--- src/rtl/mcu_rst_pkg.sv ---
package mcu_rst_pkg;
  typedef enum logic [2:0] {
    ST_PIN   = 3'd0,
    ST_SST   = 3'd1,
    ST_OPT   = 3'd2,
    ST_RUN   = 3'd3,
    ST_HALT  = 3'd4,
    ST_WSST  = 3'd5,
    ST_DUMMY = 3'd6
  } rst_state_e;
endpackage

--- src/rtl/rst_pin_filter.sv ---
module rst_pin_filter #(
  parameter int SYNC_STAGES = 2,
  parameter int DEB_CYCLES  = 4
) (
  input  logic clk_i,
  input  logic rst_ni,
  input  logic pin_ni,
  output logic active_o
);
  localparam int DW = $clog2(DEB_CYCLES + 1);

  logic [SYNC_STAGES-1:0] sync_q;
  logic [DW-1:0]          deb_q;
  logic                   raw;

  always_ff @(posedge clk_i or negedge rst_ni) begin
    if (!rst_ni) sync_q <= '1;
    else         sync_q <= {sync_q[SYNC_STAGES-2:0], pin_ni};
  end

  assign raw = ~sync_q[SYNC_STAGES-1];

  // output follows raw only after DEB_CYCLES consecutive disagreeing samples
  always_ff @(posedge clk_i or negedge rst_ni) begin
    if (!rst_ni) begin
      deb_q    <= '0;
      active_o <= 1'b0;
    end else if (raw == active_o) begin
      deb_q <= '0;
    end else if (deb_q == DW'(DEB_CYCLES - 1)) begin
      deb_q    <= '0;
      active_o <= raw;
    end else begin
      deb_q <= deb_q + 1'b1;
    end
  end

  a_r6_deb_follows: assert property (@(posedge clk_i) disable iff (!rst_ni)
    !$stable(active_o) |-> active_o == $past(raw));
endmodule

--- src/rtl/rst_delay_cnt.sv ---
module rst_delay_cnt #(
  parameter bit POW2  = 1'b1,
  parameter int W     = 10,
  parameter int LIMIT = 16
) (
  input  logic clk_i,
  input  logic rst_ni,
  input  logic run_i,
  output logic done_o
);
  logic [W-1:0] cnt_q;

  always_ff @(posedge clk_i or negedge rst_ni) begin
    if (!rst_ni)                 cnt_q <= '0;
    else if (!run_i || done_o)   cnt_q <= '0;
    else                         cnt_q <= cnt_q + 1'b1;
  end

  generate
    if (POW2) begin : g_ovf
      // delay ends on the carry out of the W-bit counter
      logic [W:0] sum;
      assign sum    = {1'b0, cnt_q} + (W+1)'(1);
      assign done_o = run_i & sum[W];
    end else begin : g_cmp
      assign done_o = run_i & (cnt_q == W'(LIMIT - 1));

      a_r1_opt_bound: assert property (@(posedge clk_i) disable iff (!rst_ni)
        run_i |-> cnt_q < W'(LIMIT));
    end
  endgenerate

  a_r1_cnt_idle: assert property (@(posedge clk_i) disable iff (!rst_ni)
    !run_i |=> cnt_q == '0);
endmodule

--- src/rtl/rst_seq_fsm.sv ---
module rst_seq_fsm
  import mcu_rst_pkg::*;
(
  input  logic       clk_i,
  input  logic       rst_ni,
  input  logic       pin_act_i,
  input  logic       wdt_to_i,
  input  logic       halt_i,
  input  logic       wake_i,
  input  logic       sst_done_i,
  input  logic       opt_done_i,
  output rst_state_e state_o,
  output logic       warm_o,
  output logic       ev_pin_halt_o,
  output logic       ev_wdt_run_o,
  output logic       ev_wdt_halt_o,
  output logic       ev_halt_o
);
  rst_state_e state_q, state_d;
  logic       halt_q, warm_q, warm_d, halt_rise;

  assign halt_rise = halt_i & ~halt_q;

  always_comb begin
    state_d       = state_q;
    warm_d        = warm_q;
    ev_pin_halt_o = 1'b0;
    ev_wdt_run_o  = 1'b0;
    ev_wdt_halt_o = 1'b0;
    ev_halt_o     = 1'b0;
    if (pin_act_i) begin
      state_d       = ST_PIN;
      warm_d        = 1'b0;
      ev_pin_halt_o = (state_q == ST_HALT);
    end else begin
      unique case (state_q)
        ST_PIN:  state_d = ST_SST;
        ST_SST:  if (sst_done_i) state_d = ST_OPT;
        ST_OPT:  if (opt_done_i) state_d = ST_RUN;
        ST_RUN: begin
          if (wdt_to_i) begin
            state_d      = ST_SST;
            ev_wdt_run_o = 1'b1;
          end else if (halt_rise) begin
            state_d   = ST_HALT;
            ev_halt_o = 1'b1;
          end
        end
        ST_HALT: begin
          if (wdt_to_i) begin
            state_d       = ST_WSST;
            warm_d        = 1'b1;
            ev_wdt_halt_o = 1'b1;
          end else if (wake_i) begin
            state_d = ST_WSST;
          end
        end
        ST_WSST: if (sst_done_i) begin
          state_d = ST_DUMMY;
          warm_d  = 1'b0;
        end
        ST_DUMMY: state_d = ST_RUN;
        default:  state_d = ST_SST;
      endcase
    end
  end

  always_ff @(posedge clk_i or negedge rst_ni) begin
    if (!rst_ni) begin
      state_q <= ST_SST;
      halt_q  <= 1'b0;
      warm_q  <= 1'b0;
    end else begin
      state_q <= state_d;
      halt_q  <= halt_i;
      warm_q  <= warm_d;
    end
  end

  assign state_o = state_q;
  assign warm_o  = warm_q;

  a_r7_dummy_from_wake: assert property (@(posedge clk_i) disable iff (!rst_ni)
    (state_q == ST_DUMMY) |-> $past(state_q) == ST_WSST);
  a_r10_wake_in_run: assert property (@(posedge clk_i) disable iff (!rst_ni)
    (state_q == ST_RUN && !pin_act_i && !wdt_to_i && !halt_rise) |=> state_q == ST_RUN);
endmodule

--- src/rtl/rst_cause_flags.sv ---
module rst_cause_flags (
  input  logic clk_i,
  input  logic rst_ni,
  input  logic running_i,
  input  logic clr_i,
  input  logic ev_pin_halt_i,
  input  logic ev_wdt_run_i,
  input  logic ev_wdt_halt_i,
  input  logic ev_halt_i,
  output logic to_o,
  output logic pdf_o
);
  always_ff @(posedge clk_i or negedge rst_ni) begin
    if (!rst_ni) begin
      to_o  <= 1'b0;
      pdf_o <= 1'b0;
    end else if (ev_pin_halt_i) begin
      to_o  <= 1'b0;
      pdf_o <= 1'b1;
    end else if (ev_wdt_halt_i) begin
      to_o  <= 1'b1;
      pdf_o <= 1'b1;
    end else if (ev_wdt_run_i) begin
      to_o  <= 1'b1;
    end else if (ev_halt_i) begin
      to_o  <= 1'b0;
      pdf_o <= 1'b1;
    end else if (clr_i && running_i) begin
      to_o  <= 1'b0;
      pdf_o <= 1'b0;
    end
  end

  a_r3_wdt_halt_flags: assert property (@(posedge clk_i) disable iff (!rst_ni)
    ev_wdt_halt_i |=> to_o && pdf_o);
  a_r2_wdt_run_pdf_kept: assert property (@(posedge clk_i) disable iff (!rst_ni)
    ev_wdt_run_i |=> to_o && pdf_o == $past(pdf_o));
  a_r8_halt_flags: assert property (@(posedge clk_i) disable iff (!rst_ni)
    (ev_halt_i && !ev_pin_halt_i) |=> !to_o && pdf_o);
endmodule

--- src/rtl/mcu_rst_seq.sv ---
module mcu_rst_seq
  import mcu_rst_pkg::*;
#(
  parameter int SST_W       = 10,
  parameter int OPT_CYCLES  = 16,
  parameter int SYNC_STAGES = 2,
  parameter int DEB_CYCLES  = 4
) (
  input  logic clk_i,
  input  logic rst_ni,
  input  logic pin_rst_ni,
  input  logic wdt_timeout_i,
  input  logic wdt_clear_i,
  input  logic halt_i,
  input  logic wake_req_i,
  output logic cold_rst_o,
  output logic warm_rst_o,
  output logic core_hold_o,
  output logic dummy_o,
  output logic to_o,
  output logic pdf_o
);
  localparam int OPT_W = $clog2(OPT_CYCLES + 1);

  rst_state_e state;
  logic pin_act, sst_done, opt_done, warm;
  logic ev_pin_halt, ev_wdt_run, ev_wdt_halt, ev_halt;

  rst_pin_filter #(.SYNC_STAGES(SYNC_STAGES), .DEB_CYCLES(DEB_CYCLES)) u_pin (
    .clk_i(clk_i), .rst_ni(rst_ni), .pin_ni(pin_rst_ni), .active_o(pin_act));

  rst_delay_cnt #(.POW2(1'b1), .W(SST_W), .LIMIT(1)) u_sst (
    .clk_i(clk_i), .rst_ni(rst_ni),
    .run_i(state == ST_SST || state == ST_WSST), .done_o(sst_done));

  rst_delay_cnt #(.POW2(1'b0), .W(OPT_W), .LIMIT(OPT_CYCLES)) u_opt (
    .clk_i(clk_i), .rst_ni(rst_ni), .run_i(state == ST_OPT), .done_o(opt_done));

  rst_seq_fsm u_fsm (
    .clk_i(clk_i), .rst_ni(rst_ni), .pin_act_i(pin_act), .wdt_to_i(wdt_timeout_i),
    .halt_i(halt_i), .wake_i(wake_req_i), .sst_done_i(sst_done), .opt_done_i(opt_done),
    .state_o(state), .warm_o(warm), .ev_pin_halt_o(ev_pin_halt),
    .ev_wdt_run_o(ev_wdt_run), .ev_wdt_halt_o(ev_wdt_halt), .ev_halt_o(ev_halt));

  rst_cause_flags u_flags (
    .clk_i(clk_i), .rst_ni(rst_ni), .running_i(state == ST_RUN), .clr_i(wdt_clear_i),
    .ev_pin_halt_i(ev_pin_halt), .ev_wdt_run_i(ev_wdt_run), .ev_wdt_halt_i(ev_wdt_halt),
    .ev_halt_i(ev_halt), .to_o(to_o), .pdf_o(pdf_o));

  assign cold_rst_o  = (state == ST_PIN) || (state == ST_SST) || (state == ST_OPT);
  assign warm_rst_o  = (state == ST_WSST) && warm;
  assign core_hold_o = (state != ST_RUN) && (state != ST_HALT);
  assign dummy_o     = (state == ST_DUMMY);

  a_r3_warm_not_cold: assert property (@(posedge clk_i) disable iff (!rst_ni)
    warm_rst_o |-> !cold_rst_o && core_hold_o);
  a_r1_cold_holds: assert property (@(posedge clk_i) disable iff (!rst_ni)
    cold_rst_o |-> core_hold_o);
  a_r7_dummy_single: assert property (@(posedge clk_i) disable iff (!rst_ni)
    dummy_o |=> !dummy_o && !core_hold_o);
  a_r4_pin_holds: assert property (@(posedge clk_i) disable iff (!rst_ni)
    pin_act |=> cold_rst_o);
endmodule

--- config.mk ---
export PLATFORM = sky130hd
export DESIGN_NAME = mcu_rst_seq
export DESIGN_NICKNAME = d
export VERILOG_FILES = /design/src/rtl/mcu_rst_pkg.sv /design/src/rtl/rst_pin_filter.sv /design/src/rtl/rst_delay_cnt.sv /design/src/rtl/rst_seq_fsm.sv /design/src/rtl/rst_cause_flags.sv /design/src/rtl/mcu_rst_seq.sv
export SDC_FILE = /design/constraint.sdc
export NUM_CORES = 1
export LEC_CHECK = 0
export BUFFER_PORTS_ARGS = -buffer_cell sky130_fd_sc_hd__buf_2
export CORE_ASPECT_RATIO = 1.4
export CORE_MARGIN = 1.5
export CORE_UTILIZATION = 51
export CTS_CLUSTER_DIAMETER = 30
export DETAILED_ROUTE_END_ITERATION = 6
export GPL_ROUTABILITY_DRIVEN = 0
export GPL_TIMING_DRIVEN = 1
export PLACE_DENSITY = 0.73
export SYNTH_ARGS = -nofsm -noshare
export SYNTH_HDL_FRONTEND = slang
export SYNTH_SLANG_ARGS = --single-unit
--- constraint.sdc ---
create_clock -name clk_i -period 1.5 [get_ports clk_i]
set_clock_uncertainty 0.05 [all_clocks]
set_input_delay 0.075 -clock clk_i [delete_from_list [all_inputs] [get_ports clk_i]]
set_output_delay 0.075 -clock clk_i [all_outputs]
set_load 0.005 [all_outputs]
Yosys cells after proc, flatten, opt, wreduce, memory -nomap -nowiden
Index checks and enable logic that the tools add are counted.

word-level totals
  bits in registers = 28
  logic and storage cells = 92
  output and inout port bits = 6
  input port bits = 7

operators by class
  equality and inequality tests = 18
  reduce and logical (&&, ||, !) cells = 18
  mux-type cells = 36
  $add $sub $neg = 4
  bitwise gates (word level) = 6

operators with widths
  cell                     number
  $mux W3                  10
  $mux W1                  22
  $pmux W3 S6              1
  $add A10 B1 Y11 const B  1
  $add A10 B1 Y10 const B  1
  $mux W10                 1
  $eq A3 B2 Y1 const B     3
  $eq A3 B3 Y1 const B     3
  $ne A3 B3 Y1 const B     3
  $ne A4 B4 Y1 const B     2
  $ne A3 B1 Y1 const B     2
  $ne A3 B2 Y1 const B     2
  $add A5 B1 Y5 const B    1
  $eq A5 B4 Y1 const B     1
  $logic_or A1 B1 Y1       5
  $mux W5                  1
  $reduce_and A5 Y1        1
  $reduce_bool A5 Y1       1
  $reduce_and A2 Y1        2
  $reduce_bool A4 Y1       1
  $add A3 B1 Y3 const B    1
  $and A1 B1 Y1            3
  $eq A3 B1 Y1 const B     1
  $logic_and A1 B1 Y1      3
  other kinds (7)          10

Logic depth before layout (Yosys ltp)
  depth after elaboration = 10
  depth in mapped cells = 5
  gate-level depth less buffers = 5

Modules after synthesis
A second synthesis with hierarchy kept.

unflattened totals
  cells, all modules = 135
  area, all modules = 1362.6 um^2

by module, submodules not included
  module                 cells each  sequential area each (um^2)  times used  area an instance (um^2)
  rst_delay_cnt (u_sst)  51          250.2                        1           493.0
  rst_seq_fsm            30          126.4                        1           280.3
  rst_delay_cnt (u_opt)  21          125.1                        1           234.0
  rst_pin_filter         14          152.6                        1           214.0
  rst_cause_flags        9           50.0                         1           86.3
  mcu_rst_seq            10          0.0                          1           55.1

Least setup slack after synthesis
Ideal clock, no wire load.

  path kind = register to register
  from = reg u_opt.cnt_q[0]
  to = reg u_opt.cnt_q[2]
  setup slack = -0.066 ns
  data arrival time = 1.444 ns
  cell stages (with the launch flop) = 6
  setup time = 0.072 ns
  buffers on the path = 0
  path through = dfrtp_1 > ha_1 > and3_1 > ha_1 > or3_1 > nor2_1

on the way
  cells in the longest elaborated chain, start to end = 4

RTL lines
  element                                                RTL line             source
  start: declaration                                     rst_delay_cnt.sv:11  logic [W-1:0] cnt_q;
  start signal: assignment                               rst_delay_cnt.sv:16  else cnt_q <= cnt_q + 1'b1;
  branches (longest 3 deep; another with $add A5 B1 Y5)  --
  $mux W5 *                                              rst_delay_cnt.sv:15  else if (!run_i || done_o) cnt_q <= '0;

Every way passes the cells marked *.
A chain may end at the register's enable or synchronous reset.

Worst setup path in the final report
  from = reg u_opt.cnt_q[1]
  to = reg u_opt.cnt_q[4]

Same word-level chain as after synthesis.

==> results.txt <==
* Result of the run: finished with violations
- Violations in the final reports: setup timing
- Syn-to-layout area delta: 24.98%
* Commonest cells after routing, fill and taps aside: 24 x sky130_fd_sc_hd__dfrtp_1, 13 x sky130_fd_sc_hd__buf_4, 11 x sky130_fd_sc_hd__nor2_1, 11 x sky130_fd_sc_hd__buf_2, 8 x sky130_fd_sc_hd__nand2_1
* Fin crit period: 1548 ps
- For this configuration, the core starts out at a cell density of 0.5515.
- Of all flip-flops after synthesis, the portion carrying an async set or reset was 1.000.
- Worst path slowest cell: sky130_fd_sc_hd__dfrtp_1
* Highest fanout seen on the critical path: 4
* Unique cell type count in the Yosys netlist: 39
* TritonCTS Buffers: 3
- For this design the static power due to leakage is 0.0007524 uW.
* H-tree levels: 1
* Hold Fails Final Rpt: 0
- Number of buffers between clock root and the deepest sink: 2
- Overflow left after global routing: 0
- In this run the standard cell core region covers 2444 sq um.
- Row generation in the floorplan step produced 21 rows.
* Register-to-register setup slack: -50 ps
- Number of port buffers: 12
* Class of the most critical setup path: flop to flop
- Top cell family by delay on the critical path: simple AND/OR/NAND/NOR gates
- Setup repair after global routing missed its margin: yes
* Horizontal die dimension: 46.45 um
- Leading post-synthesis cells by cell area: sky130_fd_sc_hd__dfrtp_1 46%, sky130_fd_sc_hd__dfstp_2 5.8%, sky130_fd_sc_hd__xor2_1 4.5%
- Antenna violations before repair: 0
- STA classifies the critical path startpoint as a flop.
- The synthesized netlist occupies a cell area of 1348 sq um.
- Total half-perimeter wirelength after legalization and detailed placement: 1739 um
- Number of I/O pins: 13
* Root buf cell: sky130_fd_sc_hd__clkbuf_4
- Share of final-layout standard cells stronger than drive strength 1: 0.3312
- The floorplan step defined a die boundary enclosing 2964 sq um.
- The routed layout has 1024 vias.
* Post-route clock period utilization: 1.032
* Worst path cell trace: ha_2 -> and3_4 -> ha_4 -> or3_4 -> nor2_2
- Clock-pin slew reported for the worst setup and hold paths after clock tree synthesis: 150 ps
* Vias in the first global route: 1021
- The largest total area in the synthesized netlist belongs to sky130_fd_sc_hd__dfrtp_1.
- For this run, the total global-route usage over all layers was measured as 0.1884.
- Cells after DPL: 171
- Total wire length: 2517 um
- The worst setup path is captured at a flop.
- Setup violations remaining at the end of the flow were counted as 4.
- Capturing point of the worst reg2reg path: u_opt.cnt_q[4]
- First-pass DRT Iterations: 4
* Achievable clock frequency: 0.6461 GHz
* Count of buffering cells on the critical path with inverters included: 0
- Global-route wire length before repair: 4195 um
* Routed vias/inst: 5.447
- In this run the most critical hold path is launched from wdt_clear_i.
- CTS tree: done
* Clock latency of the later-clocked register in the worst-skew pair: 320 ps
- #FFs+latches synth: 28
* Number of nets in the layout: 166
* Required time reported for the critical path endpoint: 1720 ps
* Worst-Margin Slew: 619.5 ps
- HP Class: input pin to flop
- Leaving out fill and tap cells, the most frequent cell in the layout is sky130_fd_sc_hd__dfrtp_1.
* Final standard cell count with taps included and fillers excluded: 188
- Total power divided by cell area: 1110 nW/um^2
* Drc violations: 0
- The share of the Yosys chip area taken by registers is 0.5227.
- The count of nets left with antenna violations once routing finished came out at 0.
- Number of instances in the synthesized netlist: 124
- Averaged over all synthesized cells, the footprint is 10.87 sq um.
- Diode count: 0
* Depth of the worst register-to-register path: 5
- Max-capacitance violation count: 0
- Count of flip-flops with a built-in enable after synthesis: 0
* Number of synthesis warnings: 0
- Mapped Nets: 135
* Arrival @ worst endpoint: 1770 ps
- Min Hold Slack: 72.51 ps
- Post-synth top area share: 0.4643
- Measured along the y axis, the die boundary spans 63.82 um.
- Relative max-transition margin: 0.5870
- On the worst path, the slowest cell contributes a delay of 420 ps.
- The first routing iteration left 18 violations.
* Wire length per cell: 13.39 um
* Most used DFF post-synth: sky130_fd_sc_hd__dfrtp_1
- Maximum vdd drop: 0.0006370 V
- Endpoint with the worst hold slack: u_flags.pdf_o
- Worst Hold Depth: 4
* Worst r2r src: u_opt.cnt_q[1]
* Clock net sink count: 28
* Pins over their slew limit: 0
- Worst setup slack after layout: -47.79 ps
- Largest net degree at the start of global routing: 29
-- per-layer routing --
layer  global-route usage  up-vias  wire, um
met4              0.06429        0        46
met2               0.3420       17      1379
met1               0.2115      501      1036
met5                    0        -         0
met3              0.02542        6        55
li1                     -      500         -
-- synthesized netlist by cell type, types with 3 or more instances --
| cell | count |
|---|---|
| sky130_fd_sc_hd__nand3_1 | 3 |
| sky130_fd_sc_hd__nand4_1 | 5 |
| sky130_fd_sc_hd__o21ai_0 | 4 |
| sky130_fd_sc_hd__a21oi_1 | 4 |
| sky130_fd_sc_hd__dfrtp_1 | 25 |
| sky130_fd_sc_hd__dfstp_2 | 3 |
| sky130_fd_sc_hd__ha_1 | 4 |
| sky130_fd_sc_hd__xor2_1 | 7 |
| sky130_fd_sc_hd__nor2_1 | 16 |
| sky130_fd_sc_hd__nand2_1 | 8 |
| sky130_fd_sc_hd__and3_1 | 4 |
| sky130_fd_sc_hd__nand2b_1 | 4 |
| sky130_fd_sc_hd__inv_1 | 4 |
-- sequential cells by signal, indices dropped and copies added (netlist names) --
name and flops:
u_flags.pdf_o 1, u_fsm.halt_q 1, u_opt.cnt_q 5, u_pin.active_o 1
u_fsm.warm_o 1, u_sst.cnt_q 10, u_flags.to_o 1, u_pin.sync_q 2
u_fsm.state_o 3, u_pin.deb_q 3
-- worst min-delay path, stage by stage --
cell,delay (ps)
sky130_fd_sc_hd__buf_2,90
sky130_fd_sc_hd__nand2_1,80
sky130_fd_sc_hd__a21boi_0,90
sky130_fd_sc_hd__o211ai_1,70
-- kinds of logic (layout without fill, tap and decap cells) --
kind of cell / Yosys count / count (layout) / synth area share
adder cells (fa/ha/maj): 4 / 4 / 0.03714
buffers and inverters: 8 / 38 / 0.03434
XOR/XNOR: 9 / 9 / 0.05850
flip-flops: 28 / 28 / 0.5228
AND/OR/NAND/NOR: 58 / 58 / 0.2516
AO/OA/AOI/OAI: 17 / 17 / 0.09564
-- where the power goes --
part / internal [uW] / switching (uW)
combinational: 195 / 220
clock: 270 / 211
sequential: 864 / 109
-- final cells by class --
cell class                 instances  area (sq um)
fill                             191         759.5
sequential                        28         705.7
multi-input combinational         88         653.1
timing repair buffer              30         215.2
tap                               34         42.54
clock inverter                     1         30.03
clock buffer                       3         22.52
inverter                           4         15.01
-- stage by stage --
step	util	total power [uW]	area, sq um	TNS, ps	setup WS (ps)
3_3_place_gp	0.5991	1313	1464	-15.01	-5.148
2_1_floorplan	-	1241	1355	0	8.424
3_5_place_dp	0.5991	1335	1464	-245.8	-74.94
5_1_grt	0.6892	2007	1684	-510.7	-87.66
4_1_cts	0.6723	1870	1643	-292.8	-89.03
6_report	0.6892	1870	1684	-172.1	-47.79
-- repair_timing --
item                                    4_1_cts  5_1_grt
hold endpoints to repair                     28        0
setup buffers                                 8        1
resized for setup                             8        8
endpoints found under the setup margin        7       10
hold buffers                                  4        0
pin swaps                                     5        6
-- how the worst max path moves through the flow --
stage,start,end,slack (ps),cells past startpoint
global placement,u_opt.cnt_q[1],u_opt.cnt_q[0],-5,5
floorplan,u_opt.cnt_q[0],u_opt.cnt_q[0],8,5
detailed placement,u_opt.cnt_q[0],u_opt.cnt_q[4],-70,5
finish,u_opt.cnt_q[1],u_opt.cnt_q[4],-50,5
global route,u_opt.cnt_q[1],u_opt.cnt_q[4],-90,5
CTS,u_opt.cnt_q[0],u_opt.cnt_q[3],-90,5
No activity file was read; power rests on OpenSTA's default activity.
